[src/rtl/wk_pkg.sv]
// Shared types for the post-train digitizer sequencer.
// Assumes: one sequencer per pixel; the slot count and widths come from the top.
package wk_pkg;
    // Sequencer phases: idle, armed after train end, ramp running, readout.
    typedef enum logic [1:0] {
        ST_IDLE  = 2'd0,
        ST_ARMED = 2'd1,
        ST_CONV  = 2'd2,
        ST_READ  = 2'd3
    } wk_state_t;
endpackage

[src/rtl/wk_ramp_counter.sv]
// Shared conversion counter that runs next to the external ramp.
// Clears on launch and steps by one per conversion cycle. Flags its final
// value so that the sequencer can end the ramp after 2^CODE_W cycles.
module wk_ramp_counter #(
    parameter int CODE_W = 13
) (
    input  logic              clk,
    input  logic              rst_n,
    input  logic              clear,
    input  logic              run,
    output logic [CODE_W-1:0] cnt,
    output logic              last
);
    // Step the counter while the ramp runs; restart it at launch.
    always_ff @(posedge clk) begin
        if (!rst_n)     cnt <= '0;
        else if (clear) cnt <= '0;
        else if (run)   cnt <= cnt + 1'b1;
    end

    // Final count value: the last conversion cycle.
    assign last = (cnt == {CODE_W{1'b1}});
endmodule

[src/rtl/wk_slot_capture.sv]
// Per-slot code latch. Freezes the shared count on the first rising edge of
// the slot comparator during a conversion. It takes all-ones if no edge
// arrives before the final count. Assumes cmp is already synchronous.
module wk_slot_capture #(
    parameter int CODE_W = 13
) (
    input  logic              clk,
    input  logic              rst_n,
    input  logic              arm,
    input  logic              run,
    input  logic              last,
    input  logic              cmp,
    input  logic [CODE_W-1:0] cnt,
    output logic [CODE_W-1:0] code
);
    logic prev_q;
    logic hit_q;

    // Track the comparator edge and latch the count once per conversion.
    always_ff @(posedge clk) begin
        if (!rst_n) begin
            prev_q <= 1'b0;
            hit_q  <= 1'b0;
            code   <= '0;
        end else if (arm) begin
            prev_q <= 1'b0;
            hit_q  <= 1'b0;
            code   <= '0;
        end else if (run) begin
            prev_q <= cmp;
            if (cmp && !prev_q && !hit_q) begin
                code  <= cnt;
                hit_q <= 1'b1;
            end else if (last && !hit_q) begin
                code <= {CODE_W{1'b1}};
            end
        end
    end
endmodule

[src/rtl/wk_slot_picker.sv]
// Picks the lowest-index slot still pending readout and reports whether it
// is the only one left. Purely combinational.
module wk_slot_picker #(
    parameter int NSLOT = 4,
    parameter int SEL_W = 2
) (
    input  logic [NSLOT-1:0] pend,
    output logic [SEL_W-1:0] sel,
    output logic             any,
    output logic             one_left
);
    // Priority search from the top so that the lowest set bit wins.
    always_comb begin
        sel = '0;
        for (int i = NSLOT - 1; i >= 0; i--) begin
            if (pend[i]) sel = SEL_W'(i);
        end
    end

    assign any      = |pend;
    assign one_left = ($countones(pend) == 1);
endmodule

[src/rtl/wk_train_digitizer.sv]
// Post-train single-slope digitizer sequencer for one pixel.
// It waits for train end, then for start. It runs the ramp for 2^CODE_W
// cycles while each slot captures its code. Then it streams one record per
// occupied slot in slot order, and pulses done at the end.
// Assumes comparator inputs are synchronous to clk and slot inputs are
// steady on the start edge.
module wk_train_digitizer
    import wk_pkg::*;
#(
    parameter int NSLOT  = 4,
    parameter int TS_W   = 12,
    parameter int CODE_W = 13
) (
    input  logic                   clk,
    input  logic                   rst_n,
    input  logic                   train_end,
    input  logic                   start,
    input  logic [NSLOT-1:0]       slot_valid,
    input  logic [NSLOT*TS_W-1:0]  slot_ts,
    input  logic [NSLOT-1:0]       slot_range,
    input  logic [NSLOT-1:0]       cmp,
    output logic                   ramp_run,
    output logic                   out_valid,
    input  logic                   out_ready,
    output logic [TS_W+CODE_W:0]   out_data,
    output logic                   done
);
    localparam int SEL_W = (NSLOT > 1) ? $clog2(NSLOT) : 1;

    wk_state_t         state_q;
    logic [NSLOT-1:0]  pend_q;
    logic [TS_W-1:0]   snap_ts  [NSLOT];
    logic [NSLOT-1:0]  snap_rng;
    logic [CODE_W-1:0] cnt;
    logic              cnt_last;
    logic [CODE_W-1:0] code [NSLOT];
    logic [SEL_W-1:0]  sel;
    logic              any_pend;
    logic              one_left;
    logic              launch;
    logic              run;
    logic              accept;

    assign launch = (state_q == ST_ARMED) && start;
    assign run    = (state_q == ST_CONV);

    wk_ramp_counter #(.CODE_W(CODE_W)) u_cnt (
        .clk   (clk),
        .rst_n (rst_n),
        .clear (launch),
        .run   (run),
        .cnt   (cnt),
        .last  (cnt_last)
    );

    for (genvar g = 0; g < NSLOT; g++) begin : g_slot
        wk_slot_capture #(.CODE_W(CODE_W)) u_cap (
            .clk   (clk),
            .rst_n (rst_n),
            .arm   (launch),
            .run   (run),
            .last  (cnt_last),
            .cmp   (cmp[g]),
            .cnt   (cnt),
            .code  (code[g])
        );
    end

    wk_slot_picker #(.NSLOT(NSLOT), .SEL_W(SEL_W)) u_pick (
        .pend     (pend_q),
        .sel      (sel),
        .any      (any_pend),
        .one_left (one_left)
    );

    // Snapshot slot timestamps and range flags at launch.
    always_ff @(posedge clk) begin
        if (!rst_n) begin
            snap_rng <= '0;
            for (int i = 0; i < NSLOT; i++) snap_ts[i] <= '0;
        end else if (launch) begin
            snap_rng <= slot_range;
            for (int i = 0; i < NSLOT; i++) snap_ts[i] <= slot_ts[i*TS_W +: TS_W];
        end
    end

    // Phase sequencing, pending-slot bookkeeping and done pulse.
    always_ff @(posedge clk) begin
        if (!rst_n) begin
            state_q <= ST_IDLE;
            pend_q  <= '0;
            done    <= 1'b0;
        end else begin
            done <= 1'b0;
            case (state_q)
                ST_IDLE:  if (train_end) state_q <= ST_ARMED;
                ST_ARMED: if (start) begin
                    state_q <= ST_CONV;
                    pend_q  <= slot_valid;
                end
                ST_CONV:  if (cnt_last) begin
                    if (pend_q == '0) begin
                        done    <= 1'b1;
                        state_q <= ST_IDLE;
                    end else begin
                        state_q <= ST_READ;
                    end
                end
                ST_READ:  if (accept) begin
                    pend_q[sel] <= 1'b0;
                    if (one_left) begin
                        done    <= 1'b1;
                        state_q <= ST_IDLE;
                    end
                end
                default:  state_q <= ST_IDLE;
            endcase
        end
    end

    // Output stream: the selected slot's record, held until accepted.
    assign ramp_run  = run;
    assign out_valid = (state_q == ST_READ) && any_pend;
    assign accept    = out_valid && out_ready;
    assign out_data  = {snap_rng[sel], snap_ts[sel], code[sel]};
endmodule

[config.mk]
export PLATFORM = sky130hd
export DESIGN_NAME = wk_train_digitizer
export DESIGN_NICKNAME = d
export VERILOG_FILES = /design/src/rtl/wk_pkg.sv /design/src/rtl/wk_ramp_counter.sv /design/src/rtl/wk_slot_capture.sv /design/src/rtl/wk_slot_picker.sv /design/src/rtl/wk_train_digitizer.sv
export SDC_FILE = /design/constraint.sdc
export NUM_CORES = 1
export LEC_CHECK = 0
export BUFFER_PORTS_ARGS = -buffer_cell sky130_fd_sc_hd__buf_2
export CAP_MARGIN = 10
export CORE_AREA = 2 2 136 105
export DETAILED_ROUTE_END_ITERATION = 10
export DIE_AREA = 0 0 138 107
export GPL_TIMING_DRIVEN = 0
export PLACE_DENSITY = 0.7
export SLEW_MARGIN = 0
export SYNTH_ARGS = -nofsm -noshare
export SYNTH_HDL_FRONTEND = slang
export SYNTH_SLANG_ARGS = --single-unit
[constraint.sdc]
create_clock -name clk -period 4.4 [get_ports clk]
set_clock_uncertainty 0.05 [all_clocks]
set_input_delay 0.88 -clock clk [delete_from_list [all_inputs] [get_ports clk]]
set_output_delay 0.88 -clock clk [all_outputs]
set_load 0.005 [all_outputs]
======== After elaboration in Yosys (flattened, before gate mapping) ========
Memory sizes are Yosys's and may differ from the RTL's.
Index checks and enable logic that the tools add are counted.
word-level totals
  register bits ........................... 84
  bits in writable memories ............... 48
  input port bits ......................... 65
  output and inout bits ................... 29
  logic and storage cells ................. 128
  memories ................................ 1
cells by class
  add/sub/neg operators ................... 4
  $lt $le $gt $ge ......................... 3
  equality and inequality tests ........... 10
  multiplexer cells ....................... 42
  bitwise gates (word level) .............. 8
  reduce and logical (&&, ||, !) cells .... 43
memories
  memory   words  bits a word  read ports  clocked after Yosys merged registers in  write ports  RTL line                  text
  snap_ts  4      12           1           0                                        4            wk_train_digitizer.sv:32  logic [TS_W-1:0] snap_ts [NSLOT];
operator list
  kind                                                   count
  2-to-1 mux 13 bit                                      10
  2-to-1 mux 12 bit                                      4
  adder 32 bit                                           1
  equality test 32 x 2 -> 1 bit (second input constant)  1
  binary-select mux 13 bit (select 2 bit)                1
  2-to-1 mux 2 bit                                       10
  logical AND 1 bit                                      16
  AND reduction 2 bit                                    8
  adder 13 x 1 -> 13 bit (second input constant)         1
  equality test 13 bit (second input constant)           1
  2-to-1 mux 1 bit                                       10
  nonzero test 2 bit                                     5
  logical NOT 1 bit                                      8
  2-to-1 mux 4 bit                                       2
  != test 2 bit (second input constant)                  4
  one-hot mux 2 bit (4 select lines)                     1
  one-hot mux 4 bit (2 select lines)                     1
  AND reduction 5 bit                                    1
  adder 1 x 1 -> 2 bit                                   2
  bitwise AND 4 bit                                      1
  equality test 2 bit (second input constant)            2
  logical NOT 4 bit                                      1
  NOT 4 bit                                              1
  OR 1 bit                                               4
  14 further kinds                                       14

======== Depth between registers and ports, before layout ========
Gate-level depths: netlist of run 1.
  depth in word-level cells ............... 12
  mapped depth ............................ 8
  mapped depth without buffers ............ 8

======== Cells and area by module ========
Synthesis of run 1 repeated with hierarchy kept, for this count alone.
unflattened totals
  cell total of the unflattened synthesis .. 448
  area total of the unflattened synthesis .. 5,967.0 sq um
modules (own cells, without submodules)
  module              times used  cells each  area an instance (sq um)  sequential area each (sq um)
  wk_train_digitizer  1           201         3,009.1                   1,661.6
  wk_slot_capture     4           41          553.0                     300.3
  wk_ramp_counter     1           71          645.6                     260.2
  wk_slot_picker      1           12          100.1                     0.0

======== Worst setup path before layout of run 1 ========
Ideal clock, no wire load.
  path kind ............................... input -> register
  start point ............................. input port start
  end point ............................... memory snap_ts[0][0], enable pin
  setup time .............................. 431 ps
  arrival ................................. 2,974 ps
  data required time ...................... 3,919 ps
  setup slack ............................. 945 ps
  cell stages on the path ................. 4
  buffers on the path ..................... 1
  cell sequence ........................... nor2b_1 > a21oi_1 > inv_1 > clkbuf_1
RTL lines
  item         RTL line                  text
  from (decl)  wk_train_digitizer.sv:17  input logic start,
  to (decl)    wk_train_digitizer.sv:32

======== Final worst setup path of run 1 ========
  start point ............................. register pend_q[2]
  end point ............................... output port out_data[10]
between the ends
  cells in the longest elaborated chain, start to end .. 7
ends and longest elaborated chain
  item                                                  RTL line                   text
  from (decl)                                           wk_train_digitizer.sv:31   logic [NSLOT-1:0] pend_q;
  from (signal assigned)                                wk_train_digitizer.sv:99   pend_q <= slot_valid;
  2-to-1 mux 2 bit (3 in a row)                         wk_slot_picker.sv:16       if (pend[i]) sel = SEL_W'(i);
  NOT 2 -> 3 bit (not written as such)                  wk_train_digitizer.sv:125  assign out_data = {snap_rng[sel], snap_ts[sel], code[sel]};
  binary-select mux 13 bit (select 2 bit)               wk_train_digitizer.sv:125
  2-to-1 mux 13 bit (not written as such) (2 in a row)  wk_train_digitizer.sv:125
  to (decl)                                             wk_train_digitizer.sv:25   output logic [TS_W+CODE_W:0] out_data,
Every way passes these cells. The select of a mux whose other input is x is not followed.

==> impl_summary.log, run 1 <==
INFO  metric outcome = finished, final reports clean
INFO  metric postSynth.asyncResetShare = 0%
INFO  metric synth.avg_cell_area = around 10 um2
INFO  metric antenna-diode-count = 0
INFO  metric clkSinkCount = approximately 130
INFO  metric drc = 0
INFO  metric fin_total_pwr = 3030 uW
INFO  metric fin_hold_ws = 409 ps
INFO  metric netlist-cell-type-count = between 40 and 50
INFO  metric clkLatencyLatePin = around 420 ps
INFO  metric synthesis.area = roughly 6000 um2
INFO  metric peakVddDrop = 0.304 mV
INFO  metric core.rowCount = 37
INFO  metric power.static_leakage = approximately 0.0030 uW
INFO  metric synthCells = approximately 570
INFO  metric routed_wire_length = roughly 17,000 um
INFO  metric numPlacedInstances = ~840
INFO  metric synth_fp_nets = roughly 650
INFO  metric first_pass_iters = 5
INFO  metric port_buffers = between 90 and 100
INFO  metric ff2ff_path_depth = 5
INFO  metric design.die.area = ~15,000 um2
INFO  metric clock_tree_from_tritoncts = done
INFO  metric grt_antenna_before_repair = 0
INFO  metric ant_nets = 0
INFO  metric first_global_vias = ~4,800
INFO  metric layoutNonFillerInstCount = around 870
INFO  metric critical_path.startpoint = pend_q[2]$_SDFFE_PN0P_
INFO  metric fin_crit = 4180 ps
INFO  metric critical_path_required = 3470 ps
INFO  metric route.detailed.wl_per_inst = between 15 and 20 um
INFO  metric place.gp.congestion = just under 0.9
INFO  metric timing.critical_path.slowest_stage_cell = sky130_fd_sc_hd__a21oi_1
INFO  metric timing.critical_path.cells = inv_1, ha_1, clkinv_1, a21oi_1, clkbuf_1, nand2_1, a31oi_1, buf_2
INFO  metric min_period_over_period = roughly 95%
INFO  metric hold_class = reg2reg
INFO  metric setup_ws = ~220 ps
INFO  metric slowest_delay = about 760 ps
INFO  metric maximum_clock_path_buffer_count = 2
INFO  metric preCtsSetupSlack = 666 ps
INFO  metric synth_enable_flop_cells = 48
INFO  metric die_width = about 140 um
INFO  metric number_of_nets_at_the_end_of_the_flow = around 760
INFO  metric setup.reg_to_reg.worst_slack = between 1500 and 2000 ps
INFO  metric setup-violations-final = 0
INFO  metric endpoint = out_data[10]
INFO  metric cp-start-kind = register
INFO  metric clkSlewWorstSetupHoldPaths = approximately 50 ps
INFO  metric detail_route.iter0.violations = 560
INFO  metric worst-path-max-fanout = 10
INFO  metric max_cap_viol_count = 0
INFO  metric worst-endpoint-arrival = around 3300 ps
INFO  metric regToRegStartpoint = state_q[0]$_SDFFE_PN0P_
INFO  metric post_cts_hold_buffer_count = 0
INFO  metric seq_area_frac_synth = between 50% and 60%
INFO  metric floorplan.io_pins = 94
INFO  metric final_core_area_utilization = about 54%
INFO  metric area_delta_synth_final = 21.7%
INFO  metric grt_remaining_overflow = 0
INFO  metric power.density_cell_area = 417 nW/um2
INFO  metric core_area = roughly 13,000 um2
INFO  metric vias_per_cell = 5.77
INFO  metric worst-slew-pin-transition = between 800 and 900 ps
INFO  metric buffer_count_from_post_cts_setup_fixing = 0
INFO  metric maxClockFrequency = roughly 240 MHz
INFO  metric grt_first_pass_wirelength = approximately 26,000 um
INFO  metric hold_violations = 0
INFO  metric timing.final.max_slew_violations = 0
INFO  metric post_detail_place_hpwl = 11,900 um
INFO  metric clock_tree.htree_level_count = 4
INFO  metric route.vias.total = a little over 5,000
INFO  metric synth_warnings = 0
INFO  metric netlist_top_cells_area = sky130_fd_sc_hd__dfxtp_1, sky130_fd_sc_hd__edfxtp_1, sky130_fd_sc_hd__o221a_2
INFO  metric layout.cells.most_common_list = sky130_fd_sc_hd__buf_2, sky130_fd_sc_hd__dfxtp_1, sky130_fd_sc_hd__nand2_1, sky130_fd_sc_hd__and3_1, sky130_fd_sc_hd__edfxtp_1
INFO  metric initial_core_util = 44.4%
INFO  metric globalRouteTotalUtil = between 20% and 30%
INFO  metric drive_gt1_share = between 20% and 30%
INFO  metric maxSlewHeadroom = 41.6%
INFO  metric synth_top_area_share = around 28%
INFO  metric post-synth-top-area-cell = sky130_fd_sc_hd__dfxtp_1
INFO  metric die_height = about 110 um
INFO  metric synth_top_flop_cell = sky130_fd_sc_hd__dfxtp_1
INFO  metric cts_buffers = 17
INFO  metric cts-root-buf = sky130_fd_sc_hd__clkbuf_16
INFO  metric critPathKind = reg2out
INFO  metric mostFrequentLayoutCell = sky130_fd_sc_hd__buf_2
INFO  metric largest_net_degree_at_the_start_of_global_routing = 37
INFO  metric post_cts_resize_count = 0
INFO  metric rr_endpoint = snap_ts[1][11]$_SDFFCE_PN0P_
INFO  metric rsz0062_at_grt = no
INFO  metric synth.ff_latch_count = around 130
INFO  metric crit_path_end_kind = output port
[routing by layer]
layer  global-route usage, %  vias up  wire length, um
li1                        -     2368                -
met4                    6.27        0              167
met3                    5.72       20             1360
met2                    33.0      240             7300
met5                       0        -                0
met1                    33.4     2419             7870
[logic make-up (layout without fill, tap and decap cells)]
logic type	after synthesis	count (layout)	synth area share, %
buffers and inverters	64	190	4.91
AO/OA/AOI/OAI	139	139	19.9
flip-flops	132	132	52.4
adder cells (fa/ha/maj)	10	10	2.23
AND/OR/NAND/NOR	217	217	19.0
XOR/XNOR	11	11	1.62
[registers in the layout, indices dropped and copies added, names as in the netlist]
name and flops:
done 1, g_slot.u_cap.code 52, g_slot.u_cap.hit_q 4, g_slot.u_cap.prev_q 4
pend_q 4, snap_rng 4, snap_ts 48, state_q 2
u_cnt.cnt 13
[critical path, delay by kind of cell, from the launching register on]
family | cells | cell delay (ps)
flops | 1 | 320
buf+inv | 4 | 1070
simple gates | 1 | 140
compound gates | 2 | 1030
fa+ha+maj | 1 | 270
[power breakdown]
group / total (uW) / switching [uW] / internal [uW]
Clock: 1390 / 515 / 873
Combinational: 295 / 181 / 114
Sequential: 1340 / 25.8 / 1320
[through the flow]
step / area, um2 / setup TNS [ps]
3_5_place_dp: 6670 / 0
6_report: 7250 / 0
4_1_cts: 7250 / 0
3_3_place_gp: 6650 / -807
5_1_grt: 7250 / 0
2_1_floorplan: 5960 / 0
[how the worst min path moves through the flow]
| stage | startpoint | endpoint | slack [ps] | cells after the start |
|---|---|---|---|---|
| global route | snap_rng[1]$_SDFFE_PN0P_ | snap_rng[1]$_SDFFE_PN0P_ | 440 | 2 |
| detailed placement | snap_rng[1]$_SDFFE_PN0P_ | snap_rng[1]$_SDFFE_PN0P_ | 400 | 2 |
| floorplan | snap_rng[2]$_SDFFE_PN0P_ | snap_rng[2]$_SDFFE_PN0P_ | 380 | 2 |
| CTS | g_slot[1].u_cap.prev_q$_SDFFE_PP0P_ | g_slot[1].u_cap.prev_q$_SDFFE_PP0P_ | 410 | 2 |
| global placement | g_slot[1].u_cap.prev_q$_SDFFE_PP0P_ | g_slot[1].u_cap.prev_q$_SDFFE_PP0P_ | 390 | 2 |
| finish | g_slot[1].u_cap.prev_q$_SDFFE_PP0P_ | g_slot[1].u_cap.prev_q$_SDFFE_PP0P_ | 410 | 2 |
[cell usage after synthesis, drive strengths merged (2+ instances only)]
cell	number
clkinv	2
nor2b	3
nor4	3
or3	2
nand2b	4
buf	10
nor2	22
nand4b	2
dfxtp	84
xor2	2
a21oi	20
nand4	6
nor4bb	3
a211oi	26
clkbuf	44
a31oi	27
and3	48
o21ai	7
edfxtp	48
inv	8
ha	9
nor3	7
nand3	4
nand3b	2
nand2	83
xnor2	9
o221a	52
and2	25
nor3b	2
o31ai	2
[layout make-up]
type | instances | area, um2
inverters | 10 | 37.5
well taps | 175 | 219
fillers | 1199 | 6170
repair buffers | 94 | 485
clock inverters | 7 | 68.8
multi-input cells | 377 | 2540
plain buffers | 54 | 256
flip-flops and latches | 132 | 3120
clock buffers | 25 | 518
Note: power is estimated with default switching activity, not from simulation.
==> run 2: changes to the inputs <==
- BUFFER_PORTS_ARGS: -buffer_cell sky130_fd_sc_hd__buf_2 -> not set
- DONT_BUFFER_PORTS: not set -> 1
- PLACE_DENSITY: 0.7 -> 0.64
==> impl_summary.log, run 2 (synthesis gave the netlist of run 1 again) <==
INFO  metric design.die.area = ~15,000 um2
INFO  metric power.combinational.fraction = under 10%
INFO  metric clkLatencyLatePin = between 400 and 500 ps
INFO  metric fin_total_pwr = 3040 uW
INFO  metric top_delay_family_on_crit_path = buffers and inverters
INFO  metric ff2ff_path_depth = 5
INFO  metric die_width = approximately 140 um
INFO  metric max_ffs_per_register = 52
INFO  metric critical_path_required = between 3000 and 4000 ps
INFO  metric routed_wire_length = 16,500 um
INFO  metric max_cap_viol_count = 0
INFO  metric clkSinkCount = around 130
INFO  metric mostFrequentLayoutCell = sky130_fd_sc_hd__dfxtp_1
INFO  metric layout_top_registers = g_slot.u_cap.code: 52 flops, snap_ts: 48 flops, u_cnt.cnt: 13 flops
INFO  metric number_of_nets_at_the_end_of_the_flow = 668
INFO  metric power.static_leakage = 0.00257 uW
INFO  metric core_area = 13,400 um2
INFO  metric core.rowCount = 37
INFO  metric vias_per_cell = between 6 and 7
INFO  metric clock_tree.htree_level_count = 4
INFO  metric setup-tns-final = 0 ps
INFO  metric power_report.internal_total = between 2000 and 2500 uW
INFO  metric layout.cells.most_common_list = sky130_fd_sc_hd__dfxtp_1, sky130_fd_sc_hd__nand2_1, sky130_fd_sc_hd__and3_1, sky130_fd_sc_hd__edfxtp_1, sky130_fd_sc_hd__clkbuf_1
INFO  metric rsz0062_at_grt = no
INFO  metric place.gp.congestion = 0.832
INFO  metric worst-endpoint-arrival = a little over 3000 ps
INFO  metric regToRegStartpoint = state_q[0]$_SDFFE_PN0P_
INFO  metric maxSlewHeadroom = a little under half
INFO  metric worst-path-max-fanout = 10
INFO  metric cts-root-buf = sky130_fd_sc_hd__clkbuf_16
INFO  metric proportion_of_power_drawn_by_flip_flops_and_latches = 44.2%
INFO  metric grt_remaining_overflow = 0
INFO  metric critPathKind = reg2out
INFO  metric cell_area_after_layout = approximately 7000 um2
INFO  metric clock_tree_from_tritoncts = done
INFO  metric buffer_count_from_post_cts_setup_fixing = 0
INFO  metric path_buf_inv = 3
INFO  metric area_after_detailed_placement = slightly above 6000 um2
INFO  metric hold_class = reg2reg
INFO  metric ant_nets = 0
INFO  metric floorplan.io_pins = 94
INFO  metric grt_first_pass_wirelength = approximately 26,000 um
INFO  metric endpoint = out_data[13]
INFO  metric regMostFlops = g_slot.u_cap.code
INFO  metric fin_crit = roughly 4000 ps
INFO  metric area_delta_synth_final = 14.3%
INFO  metric peakVddDrop = ~0.30 mV
INFO  metric largest_net_degree_at_the_start_of_global_routing = 34
INFO  metric cts_buffers = 17
INFO  metric min_period_over_period = 90.9%
INFO  metric post_cts_resize_count = 0
INFO  metric die_height = between 100 and 150 um
INFO  metric worst-path-stages = 7
INFO  metric switchingPower = ~750 uW
INFO  metric drc = 0
INFO  metric timing.critical_path.cells = inv_1, ha_1, clkinv_1, a21oi_2, clkbuf_1, nand2_1, a31oi_1
INFO  metric timing.critical_path.slowest_stage_cell = sky130_fd_sc_hd__a21oi_2
INFO  metric route.vias.total = roughly 4,700
INFO  metric route.detailed.wl_per_inst = roughly 21 um
INFO  metric detail_route.iter0.violations = 475
INFO  metric clkSlewWorstSetupHoldPaths = roughly 60 ps
INFO  metric pwr-share-clk = 47.8%
INFO  metric first_global_vias = roughly 4,600
INFO  metric grt_antenna_before_repair = 0
INFO  metric crit_path_end_kind = output port
INFO  metric critical_path.startpoint = pend_q[2]$_SDFFE_PN0P_
INFO  metric hold_path_startpoint = g_slot[1].u_cap.prev_q$_SDFFE_PP0P_
INFO  metric slowest_delay = 560 ps
INFO  metric initial_core_util = 44.4%
INFO  metric post_cts_hold_buffer_count = 0
INFO  metric switching_share = around 25%
INFO  metric port_buffers = 0
INFO  metric setup.reg_to_reg.worst_slack = 1790 ps
INFO  metric maxClockFrequency = 250 MHz
INFO  metric cp-start-kind = register
INFO  metric setup-violations-final = 0
INFO  metric worst-slew-pin-transition = roughly 790 ps
INFO  metric drive_gt1_share = 15.0%
INFO  metric outcome = finished, final reports clean
INFO  metric post_detail_place_hpwl = approximately 12,000 um
INFO  metric first_pass_iters = 4
INFO  metric timing.final.max_slew_violations = 0
INFO  metric power.density_cell_area = approximately 450 nW/um2
INFO  metric maximum_clock_path_buffer_count = 2
INFO  metric hold_violations = 0
INFO  metric rr_endpoint = snap_ts[2][10]$_SDFFCE_PN0P_
INFO  metric globalRouteTotalUtil = roughly 23%
## run 2: power by group through the flow
stage | logic, uW | registers, uW | clock network, uW
after CTS | 240 | 1340 | 1460
after global placement | 231 | 1370 | 0
after detailed placement | 238 | 1370 | 0
after floorplan | 165 | 1360 | 0
final | 241 | 1340 | 1450
after global routing | 264 | 1350 | 1520
## run 2: stage by stage
stage | util (%) | worst slack [ps] | hold slack, ps | cells
finish | 50.8 | 398 | 405 | 782
global route | 50.7 | 252 | 426 | 781
CTS | 50.7 | 192 | 408 | 781
detailed placement | 46.2 | 616 | 399 | 749
global placement | 46.0 | 45.3 | 392 | 748
floorplan | - | 945 | 382 | 573
## run 2: worst min path at each step
stage | to | cells after the start
floorplan | snap_rng[2]$_SDFFE_PN0P_ | 2
global route | g_slot[1].u_cap.prev_q$_SDFFE_PP0P_ | 2
CTS | g_slot[1].u_cap.prev_q$_SDFFE_PP0P_ | 2
finish | g_slot[1].u_cap.prev_q$_SDFFE_PP0P_ | 2
global placement | g_slot[0].u_cap.prev_q$_SDFFE_PP0P_ | 2
detailed placement | g_slot[1].u_cap.prev_q$_SDFFE_PP0P_ | 2
## run 2: cell type report
class | count | area (um2)
plain buffers | 54 | 256
repair buffers | 1 | 20.0
inverters | 10 | 37.5
well taps | 175 | 219
diodes | 1 | 2.50
clock inverters | 14 | 179
clock buffers | 18 | 429
fillers | 1209 | 6610
flip-flops and latches | 132 | 3120
multi-input cells | 377 | 2550
## run 2: worst register-to-register path, delay by kind of cell (launching register included)
family,cells,cell delay [ps]
buffers and inverters,4,1260
flip-flops,1,370
AO/OA/AOI/OAI,1,670
## run 2: per-layer routing
layer	part of all wire [%]	up-vias	track usage (%)
met5	0	-	0
met4	0.93	0	7.07
met3	8.6	17	6.43
met2	43	210	31.6
met1	48	2287	34.0
li1	-	2189	-
